<file path="config.mk">
export PLATFORM = sky130hd
export DESIGN_NAME = reg_init_seq
export DESIGN_NICKNAME = d
export VERILOG_FILES = /design/src/rtl/reg_init_pkg.sv /design/src/rtl/init_table.sv /design/src/rtl/init_spi_tx.sv /design/src/rtl/init_ctrl.sv /design/src/rtl/reg_init_seq.sv
export SDC_FILE = /design/constraint.sdc
export NUM_CORES = 1
export LEC_CHECK = 0
export BUFFER_PORTS_ARGS = -buffer_cell sky130_fd_sc_hd__buf_2
export CAP_MARGIN = 20
export CORE_ASPECT_RATIO = 0.75
export CORE_MARGIN = 4
export CORE_UTILIZATION = 53
export DETAILED_ROUTE_END_ITERATION = 8
export GPL_ROUTABILITY_DRIVEN = 0
export GPL_TIMING_DRIVEN = 0
export PLACE_DENSITY = 0.79
export SYNTH_ARGS = -nofsm -noshare
export SYNTH_HDL_FRONTEND = slang
export SYNTH_SLANG_ARGS = --single-unit
</file>
<file path="constraint.sdc">
create_clock -name clk_i -period 2 [get_ports clk_i]
set_clock_uncertainty 0.05 [all_clocks]
set_input_delay 0.4 -clock clk_i [delete_from_list [all_inputs] [get_ports clk_i]]
set_output_delay 0.4 -clock clk_i [all_outputs]
set_load 0.02 [all_outputs]
</file>
<file path="src/rtl/reg_init_pkg.sv">
package reg_init_pkg;
  localparam int unsigned ENTRY_W  = 32;
  localparam int unsigned RADDR_W  = 8;
  localparam int unsigned RDATA_W  = 16;
  localparam int unsigned FRAME_W  = 1 + (RADDR_W - 1) + RDATA_W;
  localparam int unsigned DEF_DEPTH = 64;

  typedef struct packed {
    logic [ENTRY_W-RADDR_W-RDATA_W-1:0] rsvd;
    logic [RADDR_W-1:0]                 addr;
    logic [RDATA_W-1:0]                 data;
  } entry_t;

  typedef enum logic [2:0] {
    CS_FETCH, CS_SEND, CS_WAIT, CS_DONE, CS_ERR
  } ctrl_state_e;

  typedef enum logic [1:0] {
    TX_IDLE, TX_SHIFT, TX_GAP
  } tx_state_e;

  // Default table: sequential addresses, final address at index 0x1F.
  function automatic logic [DEF_DEPTH*ENTRY_W-1:0] default_table();
    logic [DEF_DEPTH*ENTRY_W-1:0] t;
    t = '0;
    for (int i = 0; i < int'(DEF_DEPTH); i++) begin
      t[i*ENTRY_W +: ENTRY_W] = {8'h00, 8'(i), 16'(i * 16'h0101)};
    end
    return t;
  endfunction
endpackage

</file>
<file path="src/rtl/init_table.sv">
module init_table #(
  parameter int unsigned DEPTH = 64,
  parameter int unsigned WIDTH = 32,
  parameter logic [DEPTH*WIDTH-1:0] CONTENT = '0,
  localparam int unsigned IDX_W = $clog2(DEPTH)
) (
  input  logic             clk_i,
  input  logic [IDX_W-1:0] idx_i,
  output logic [WIDTH-1:0] data_o
);
  logic [WIDTH-1:0] mem [DEPTH];

  for (genvar g = 0; g < int'(DEPTH); g++) begin : g_word
    assign mem[g] = CONTENT[g*WIDTH +: WIDTH];
  end

  // one-cycle registered read
  always_ff @(posedge clk_i) begin
    data_o <= mem[idx_i];
  end
endmodule

</file>
<file path="src/rtl/init_spi_tx.sv">
module init_spi_tx
  import reg_init_pkg::*;
#(
  parameter int unsigned CLK_DIV = 8,
  parameter int unsigned WORD_W  = 24,
  localparam int unsigned HALF   = CLK_DIV / 2,
  localparam int unsigned DIV_W  = $clog2(CLK_DIV),
  localparam int unsigned BIT_W  = $clog2(WORD_W)
) (
  input  logic              clk_i,
  input  logic              rst_ni,
  input  logic              start_i,
  input  logic [WORD_W-1:0] word_i,
  output logic              done_o,
  output logic              sclk_o,
  output logic              cs_n_o,
  output logic              mosi_o
);
  tx_state_e         state_q;
  logic [DIV_W-1:0]  div_q;
  logic [BIT_W-1:0]  bit_q;
  logic [WORD_W-1:0] sh_q;
  logic              div_end;

  assign div_end = (div_q == DIV_W'(CLK_DIV - 1));

  always_ff @(posedge clk_i or negedge rst_ni) begin
    if (!rst_ni) begin
      state_q <= TX_IDLE;
      div_q   <= '0;
      bit_q   <= '0;
      sh_q    <= '0;
    end else begin
      unique case (state_q)
        TX_IDLE: begin
          if (start_i) begin
            sh_q    <= word_i;
            div_q   <= '0;
            bit_q   <= '0;
            state_q <= TX_SHIFT;
          end
        end
        TX_SHIFT: begin
          if (div_end) begin
            div_q <= '0;
            if (bit_q == BIT_W'(WORD_W - 1)) begin
              state_q <= TX_GAP;
            end else begin
              bit_q <= bit_q + 1'b1;
              sh_q  <= {sh_q[WORD_W-2:0], 1'b0};
            end
          end else begin
            div_q <= div_q + 1'b1;
          end
        end
        TX_GAP: begin
          if (div_end) begin
            div_q   <= '0;
            state_q <= TX_IDLE;
          end else begin
            div_q <= div_q + 1'b1;
          end
        end
        default: state_q <= TX_IDLE;
      endcase
    end
  end

  assign done_o = (state_q == TX_GAP) && div_end;
  assign cs_n_o = (state_q != TX_SHIFT);
  assign sclk_o = (state_q == TX_SHIFT) && (div_q >= DIV_W'(HALF));
  assign mosi_o = (state_q == TX_SHIFT) && sh_q[WORD_W-1];
endmodule

</file>
<file path="src/rtl/init_ctrl.sv">
module init_ctrl
  import reg_init_pkg::*;
#(
  parameter int unsigned DEPTH = 64,
  parameter logic [RADDR_W-1:0] LAST_ADDR = 8'h1F,
  localparam int unsigned IDX_W = $clog2(DEPTH)
) (
  input  logic               clk_i,
  input  logic               rst_ni,
  input  logic               start_i,
  output logic [IDX_W-1:0]   idx_o,
  input  logic [ENTRY_W-1:0] entry_i,
  output logic               tx_start_o,
  output logic [FRAME_W-1:0] tx_word_o,
  input  logic               tx_done_i,
  output logic               done_o,
  output logic               error_o
);
  ctrl_state_e      state_q;
  logic [IDX_W-1:0] idx_q;
  logic             last_q;
  entry_t           ent;

  assign ent = entry_t'(entry_i);

  always_ff @(posedge clk_i or negedge rst_ni) begin
    if (!rst_ni) begin
      state_q <= CS_FETCH;
      idx_q   <= '0;
      last_q  <= 1'b0;
    end else begin
      unique case (state_q)
        CS_FETCH: state_q <= CS_SEND;
        CS_SEND: begin
          last_q  <= (ent.addr == LAST_ADDR);
          state_q <= CS_WAIT;
        end
        CS_WAIT: begin
          if (tx_done_i) begin
            if (last_q) begin
              state_q <= CS_DONE;
            end else if (idx_q == IDX_W'(DEPTH - 1)) begin
              state_q <= CS_ERR;
            end else begin
              idx_q   <= idx_q + 1'b1;
              state_q <= CS_FETCH;
            end
          end
        end
        CS_DONE, CS_ERR: begin
          if (start_i) begin
            idx_q   <= '0;
            state_q <= CS_FETCH;
          end
        end
        default: state_q <= CS_FETCH;
      endcase
    end
  end

  assign idx_o      = idx_q;
  assign tx_start_o = (state_q == CS_SEND);
  assign tx_word_o  = {1'b0, ent.addr[RADDR_W-2:0], ent.data};
  assign done_o     = (state_q == CS_DONE);
  assign error_o    = (state_q == CS_ERR);
endmodule

</file>
<file path="src/rtl/reg_init_seq.sv">
module reg_init_seq
  import reg_init_pkg::*;
#(
  parameter int unsigned ROM_DEPTH = DEF_DEPTH,
  parameter int unsigned CLK_DIV   = 8,
  parameter logic [RADDR_W-1:0] LAST_ADDR = 8'h1F,
  parameter logic [ROM_DEPTH*ENTRY_W-1:0] ROM_INIT = default_table(),
  localparam int unsigned IDX_W = $clog2(ROM_DEPTH)
) (
  input  logic clk_i,
  input  logic rst_ni,
  input  logic start_i,
  output logic sclk_o,
  output logic cs_n_o,
  output logic mosi_o,
  output logic done_o,
  output logic error_o
);
  logic [IDX_W-1:0]   idx;
  logic [ENTRY_W-1:0] entry;
  logic               tx_start;
  logic [FRAME_W-1:0] tx_word;
  logic               tx_done;

  init_table #(
    .DEPTH  (ROM_DEPTH),
    .WIDTH  (ENTRY_W),
    .CONTENT(ROM_INIT)
  ) u_table (
    .clk_i (clk_i),
    .idx_i (idx),
    .data_o(entry)
  );

  init_ctrl #(
    .DEPTH    (ROM_DEPTH),
    .LAST_ADDR(LAST_ADDR)
  ) u_ctrl (
    .clk_i     (clk_i),
    .rst_ni    (rst_ni),
    .start_i   (start_i),
    .idx_o     (idx),
    .entry_i   (entry),
    .tx_start_o(tx_start),
    .tx_word_o (tx_word),
    .tx_done_i (tx_done),
    .done_o    (done_o),
    .error_o   (error_o)
  );

  init_spi_tx #(
    .CLK_DIV(CLK_DIV),
    .WORD_W (FRAME_W)
  ) u_tx (
    .clk_i  (clk_i),
    .rst_ni (rst_ni),
    .start_i(tx_start),
    .word_i (tx_word),
    .done_o (tx_done),
    .sclk_o (sclk_o),
    .cs_n_o (cs_n_o),
    .mosi_o (mosi_o)
  );
endmodule

</file>
### Word-level counts from Yosys, hierarchy flattened

Memory sizes are Yosys's and may differ from the RTL's. A register that Yosys moved wholly into a read port is not among the register bits.
Cells that the tools add are included.

* output and inout port bits: 5
* memory bits (read-only): 2048
* memories kept: 1
* bits in registers: 44
* input port bits: 3
* logic and storage cells: 74

Memory list
* (no name shown): words 64, width 32, read ports 1, clocked after memory_dff 1, write ports 0, line init_table.sv:19 `data_o <= mem[idx_i];`

* reductions and logical operators: 15
* eq/ne operators: 20
* add/subtract/negate cells: 3
* order comparisons: 1
* bitwise logic cells: 1
* mux-type cells: 26

Operators with widths (count)
* $mux 24: 3
* $pmux 24 s2: 1
* $mux 6: 4
* $mux 3: 6
* $mux 5: 3
* $ne 2x2->1 const B: 6
* $pmux 3 s4: 1
* $pmux 6 s2: 1
* $pmux 5 s2: 1
* $eq 8x5->1 const B: 1
* $mux 2: 4
* $ne 2x1->1 const B: 4
* $reduce_and 4->1: 2
* $not 6->7: 1
* $add 6x1->6 const B: 1
* $eq 3x2->1 const B: 2
* $eq 3x3->1 const B: 2
* $eq 6x6->1 const B: 1
* $pmux 2 s3: 1
* $pmux 3 s2: 1
* $reduce_bool 2->1: 3
* $add 5x1->5 const B: 1
* $eq 5x5->1 const B: 1
* $reduce_and 5->1: 1
* 10 further kinds: 14

### Logic depth before layout (Yosys ltp)

* depth after elaboration: 5
* mapped depth: 8
* gate-level depth less buffers: 6

### Hierarchy

Synthesis repeated with hierarchy kept, for this count alone.

* cells, all modules: 292
* area total of the unflattened synthesis: 2930.3 sq um

By module, submodules not included
* init_spi_tx: instances 1, cells each 161, area an instance 1722.9 sq um, seq. area each 850.8 sq um
* init_ctrl: instances 1, cells each 98, area an instance 888.4 sq um, seq. area each 250.2 sq um
* init_table: instances 1, cells each 33, area an instance 319.1 sq um, seq. area each 120.1 sq um

### Worst setup path before layout

Ideal clock, no wire load.

* path type: register -> register
* from: reg u_ctrl.state_q[0]
* to: reg u_ctrl.idx_q[3], in the netlist u_ctrl.idx_o[3]
* setup slack: -0.016 ns
* cell stages (with the launch flop): 6
* setup time: 0.092 ns
* data required time: 1.858 ns
* buffers on the path: 1
* clock period less this slack: 2.016 ns
* arrival time: 1.875 ns
* cells stage by stage: dfrtp_1 > buf_2 > nor3b_4 > o21ba_4 > or4b_4 > o31ai_2

* word-level cells in the longest chain between the ends: 4
* elaborated cells between the ends (all ways): 11
* classes of those cells: 7 x eq/ne; 1 x mux; 3 x reduce/logical

RTL lines
* from (decl): line init_ctrl.sv:19 `ctrl_state_e state_q;`
* from (signal assigned): line init_ctrl.sv:28 `state_q <= CS_FETCH;`
* from (signal assigned): line init_ctrl.sv:33 `CS_FETCH: state_q <= CS_SEND;`
* from (signal assigned): line init_ctrl.sv:36 `state_q <= CS_WAIT;`
* $eq 3x3->1 (*)
* net error_o: line reg_init_seq.sv:17 `output logic error_o`
* $reduce_or 2->1 (*): line init_ctrl.sv:32 `unique case (state_q)`
* $ne 2x2->1 (no source line) or $reduce_bool 2->1 (tied branches)
* $reduce_and 5->1 (no source line)
* to (signal assigned): line init_ctrl.sv:45 `idx_q <= idx_q + 1'b1;`
* to (decl): line init_ctrl.sv:20 `logic [IDX_W-1:0] idx_q;`

The timed path passes the listed nets; every way through them passes the cells marked *.
A chain may end at the register's enable or synchronous reset.

### Worst setup path after layout

* from: reg u_tx.state_q[1]
* to: reg u_tx.sh_q[16]

* word-level cells in the longest chain between the ends: 3
* elaborated cells between the ends (all ways): 8
* classes of those cells: 4 x eq/ne; 1 x mux; 3 x reduce/logical

RTL lines
* from (decl): line init_spi_tx.sv:19 `tx_state_e state_q;`
* from (signal assigned): line init_spi_tx.sv:29 `state_q <= TX_IDLE;`
* from (signal assigned): line init_spi_tx.sv:40 `state_q <= TX_SHIFT;`
* from (signal assigned): line init_spi_tx.sv:47 `state_q <= TX_GAP;`
* $eq 2x1->1 or $logic_not 2->1 (tied branches): line init_spi_tx.sv:34 `unique case (state_q)`
* $ne 2x1->1 (no source line), or another cell as far along
* $reduce_and 4->1 (no source line)
* to (signal assigned): line init_spi_tx.sv:37 `sh_q <= word_i;`
* to (signal assigned): line init_spi_tx.sv:50 `sh_q <= {sh_q[WORD_W-2:0], 1'b0};`
* to (decl): line init_spi_tx.sv:22 `logic [WORD_W-1:0] sh_q;`

Several ways; a longest one is shown, not always the timed one.

==> results by group <==
Synthesis
  • EDFF count, synth: 0
  • Seq/Total Area, Yosys: 53.1%
  • Synthesized Nets: 207
  • Warning count from the yosys run: 0
  • Flip-flop cell with the highest count after synthesis: sky130_fd_sc_hd__dfrtp_1
  • Synth Cell Area: 2300 sq um
  • Number of cells produced by synthesis: 197
  • Number of distinct standard cells referenced by the synthesized netlist: 45
  • Number of register bits inferred by synthesis: 50
  • FFs w/ async S/R, synth: 88.0%
  • Synthesized area per cell: 11.7 sq um

CTS
  • Clock sink count: 50
  • Number of buffers on the longest clock path: 2
  • Skew-Pair Late Insertion Delay: 300 ps
  • CTS H-tree depth: 2
  • Clock slew at the register clock pins of the worst setup and hold paths: 100 ps
  • CTS tree: yes
  • Number of clock buffers inserted by TritonCTS: 5
  • Cell chosen for the clock root: sky130_fd_sc_hd__clkbuf_8

Critical path
  • Startpoint-to-endpoint class of the critical path: reg -> reg
  • Origin of the worst setup path: u_tx.state_q[1]
  • Startpoint type of the worst setup path: register
  • Maximum net fanout on the critical path: 5
  • Data required time at the worst endpoint: 2130 ps
  • Critical path capture point type: register
  • Depth of the worst register-to-register path: 8
  • Reg-to-reg setup timing slack: -50 ps
  • Reg-to-reg critical path startpoint: u_tx.state_q[1]
  • Critical Path AT: 2170 ps
  • Worst reg2reg endpoint: u_tx.sh_q[16]

Routing
  • Violation count after the first detailed-routing iteration: 180
  • Final ANT Viol Nets: 0
  • Routed wire length: 5530 um
  • Number of remaining DRC errors: 0
  • Via count of the routed design: 1836
  • Number of detailed-route iterations in the first pass: 4
  • Via density per instance: 6.35
  • Post-detailed-route wirelength per cell: 19.1 um

Floorplan
  • Initial Util: 55.7%
  • Die Wd: 84.0 um
  • Die Footprint: 5470 sq um
  • Core area: 4130 sq um
  • Die Y: 65.0 um
  • I/O Pins: 8
  • Number of core rows: 20

Timing
  • Final critical delay including setup and external delays: 2050 ps
  • Portion of the clock cycle consumed by the worst path in the final layout: 102%
  • Headroom to the max-slew limit: 66.3%
  • Least-Margin Pin Slew: 499 ps
  • Max Fclk: 489 MHz
  • Final Setup Violations: 7
  • Number of pins exceeding their max-slew limit in the final report: 0
  • Sum Neg Setup Slack: -157 ps
  • Final Hold Fails: 0
  • RSZ-0062 raised after global routing: yes
  • Final setup slack of the worst path: -45.4 ps

Final layout
  • Area added between synthesis and finish: 24.9%
  • FILL cells: 272
  • # nets final: 243
  • Core Util, Final: 69.5%
  • Final instance area: 2870 sq um
  • Fraction of layout instances using a drive strength above 1: 32.5%
  • Antenna diode count: 0
  • Non-filler instance count after layout: 289

Power
  • Power Dens Cells: 571 nW/um^2
  • Pleak: 1.29 nW
  • Maximum vdd ir drop: 0.632 mV

GRT
  • Total congestion overflow: 0
  • Antenna violations before repair: 0
  • Pin count of the biggest net entering global routing: 45
  • Global-route usage over all layers: 19.6%
  • Wire length of the first global-routing pass: 8630 um
  • Via count of the first global-routing pass: 1718

Status
  • Result of the run: finished, violations left
  • Violations in the final reports: setup timing

Place
  • Inst Count DP: 259
  • Standard cell area after detailed placement: 2410 sq um
  • DP Wirelength: 3090 um
  • Number of input and output port buffers inserted: 7

Flow run
  • Max-Cap Viols: 0

Worst hold path
  • Worst min-delay path category: in -> async
cell families (layout without fill, tap and decap cells):
logic type / after synthesis / after routing / share of synthesized area, %
AO/OA/AOI/OAI: 61 / 62 / 22.1
adder cells (fa/ha/maj): 7 / 7 / 3.81
buffers and inverters: 19 / 55 / 3.37
flip-flops: 50 / 50 / 53.1
multiplexers: 8 / 8 / 3.54
AND/OR/NAND/NOR: 52 / 52 / 14.0
cells in the final DEF (no fill, tap or decap), drive strengths merged, types with 2 or more instances in the layout:
cell type | synthesis | layout
a21o | 2 | 2
a21oi | 3 | 3
a221o | 13 | 13
a22o | 7 | 7
a31oi | 2 | 2
a32o | 3 | 3
and2 | 8 | 8
and3b | 2 | 2
buf | 5 | 35
clkbuf | 6 | 10
dfrtp | 44 | 44
dfxtp | 6 | 6
ha | 7 | 7
inv | 8 | 8
mux2i | 7 | 7
nand2 | 8 | 8
nand2b | 2 | 2
nand3 | 6 | 6
nor2 | 5 | 5
nor2b | 2 | 2
nor3 | 5 | 5
nor3b | 3 | 3
nor4 | 2 | 2
o21ai | 13 | 13
o31ai | 6 | 7
o41ai | 5 | 5
or4 | 2 | 2
or4b | 2 | 2
area by class of cell:
class | instances | area (sq um) | share of cell area [%]
Sequential cell | 50 | 1220 | 42.5
Multi-Input combinational cell | 129 | 1140 | 39.7
Timing Repair Buffer | 30 | 241 | 8.41
Clock buffer | 7 | 86.3 | 3.01
Buffer | 9 | 80.1 | 2.79
Tap cell | 55 | 68.8 | 2.40
Inverter | 8 | 30.0 | 1.05
Clock inverter | 1 | 5.00 | 0.174
metrics by stage:
step	power (W)	hold WS (ps)	setup WS, ps
CTS	0.00164	241	-37.3
floorplan	0.00103	54.4	7.51
detailed placement	0.00105	383	-426
global route	0.00170	391	-94.9
global placement	0.00105	382	-346
finish	0.00164	383	-45.4
state kept, by name, summed over array words and instances, names as in the netlist:
name and flops:
u_tx.sh_q 24, u_tx.bit_q 5, u_ctrl.idx_o 6, u_ctrl.state_q 3, u_table.data_o 6, u_ctrl.last_q 1
u_tx.state_q 2, u_tx.div_q 3
power by group:
part	switching, W	total, W	internal, W
Combinational	0.0000185	0.0000253	0.00000672
Sequential	0	0.00101	0.00101
Clock	0.000328	0.000608	0.000280
Total	0.000346	0.00164	0.00129
critical path, stage by stage, from the launching register on:
cell and delay [ps]:
sky130_fd_sc_hd__dfrtp_1 440, sky130_fd_sc_hd__inv_2 140, sky130_fd_sc_hd__ha_4 180, sky130_fd_sc_hd__nor2b_4 170, sky130_fd_sc_hd__a31oi_4 50, sky130_fd_sc_hd__or2_1 280, sky130_fd_sc_hd__buf_6 160, sky130_fd_sc_hd__clkbuf_16 150
sky130_fd_sc_hd__a221o_1 310
how the worst max path moves through the flow:
| stage | slack, ps | to |
|---|---|---|
| 3_3_place_gp | -350 | u_tx.sh_q[21] |
| 2_1_floorplan | 8 | u_ctrl.idx_o[3] |
| 3_5_place_dp | -430 | u_tx.sh_q[18] |
| 6_report | -50 | u_tx.sh_q[16] |
| 4_1_cts | -40 | u_ctrl.idx_o[3] |
| 5_1_grt | -90 | u_tx.sh_q[16] |
per-layer routing:
layer  global-route usage, %  routed length [um]  up-vias
met5                       0                   0        -
met3                    4.19                 224        4
met2                    29.8                2590       52
met1                    29.0                2700      954
li1                        -                   -      826
met4                    3.41                  14        0
synth_stat cells, types with 5 or more instances:
cell                       count  share of area [%]
sky130_fd_sc_hd__dfrtp_1      44                 48
sky130_fd_sc_hd__a221o_1      13                5.7
sky130_fd_sc_hd__o21ai_0      13                2.8
sky130_fd_sc_hd__and2_1        8                2.2
sky130_fd_sc_hd__inv_1         8                1.3
sky130_fd_sc_hd__nand2_1       8                1.3
sky130_fd_sc_hd__a22o_1        7                2.7
sky130_fd_sc_hd__ha_1          7                3.8
sky130_fd_sc_hd__mux2i_1       7                3.0
sky130_fd_sc_hd__clkbuf_1      6               0.98
sky130_fd_sc_hd__dfxtp_1       6                5.2
sky130_fd_sc_hd__nand3_1       6                1.3
sky130_fd_sc_hd__buf_2         5                1.1
sky130_fd_sc_hd__nor2_1        5               0.82
sky130_fd_sc_hd__o41ai_1       5                1.9
what timing repair did:
| item | 4_1_cts | 5_1_grt |
|---|---|---|
| buffers inserted | 7 | 12 |
| hold buffers | 0 | 1 |
| setup endpoints to repair | 38 | 28 |
| endpoints found under the hold margin | 0 | 3 |
| resized for setup | 25 | 23 |
| gates cloned | 0 | 3 |
| pin swaps | 4 | 18 |
(Power assumes the default switching activity.)
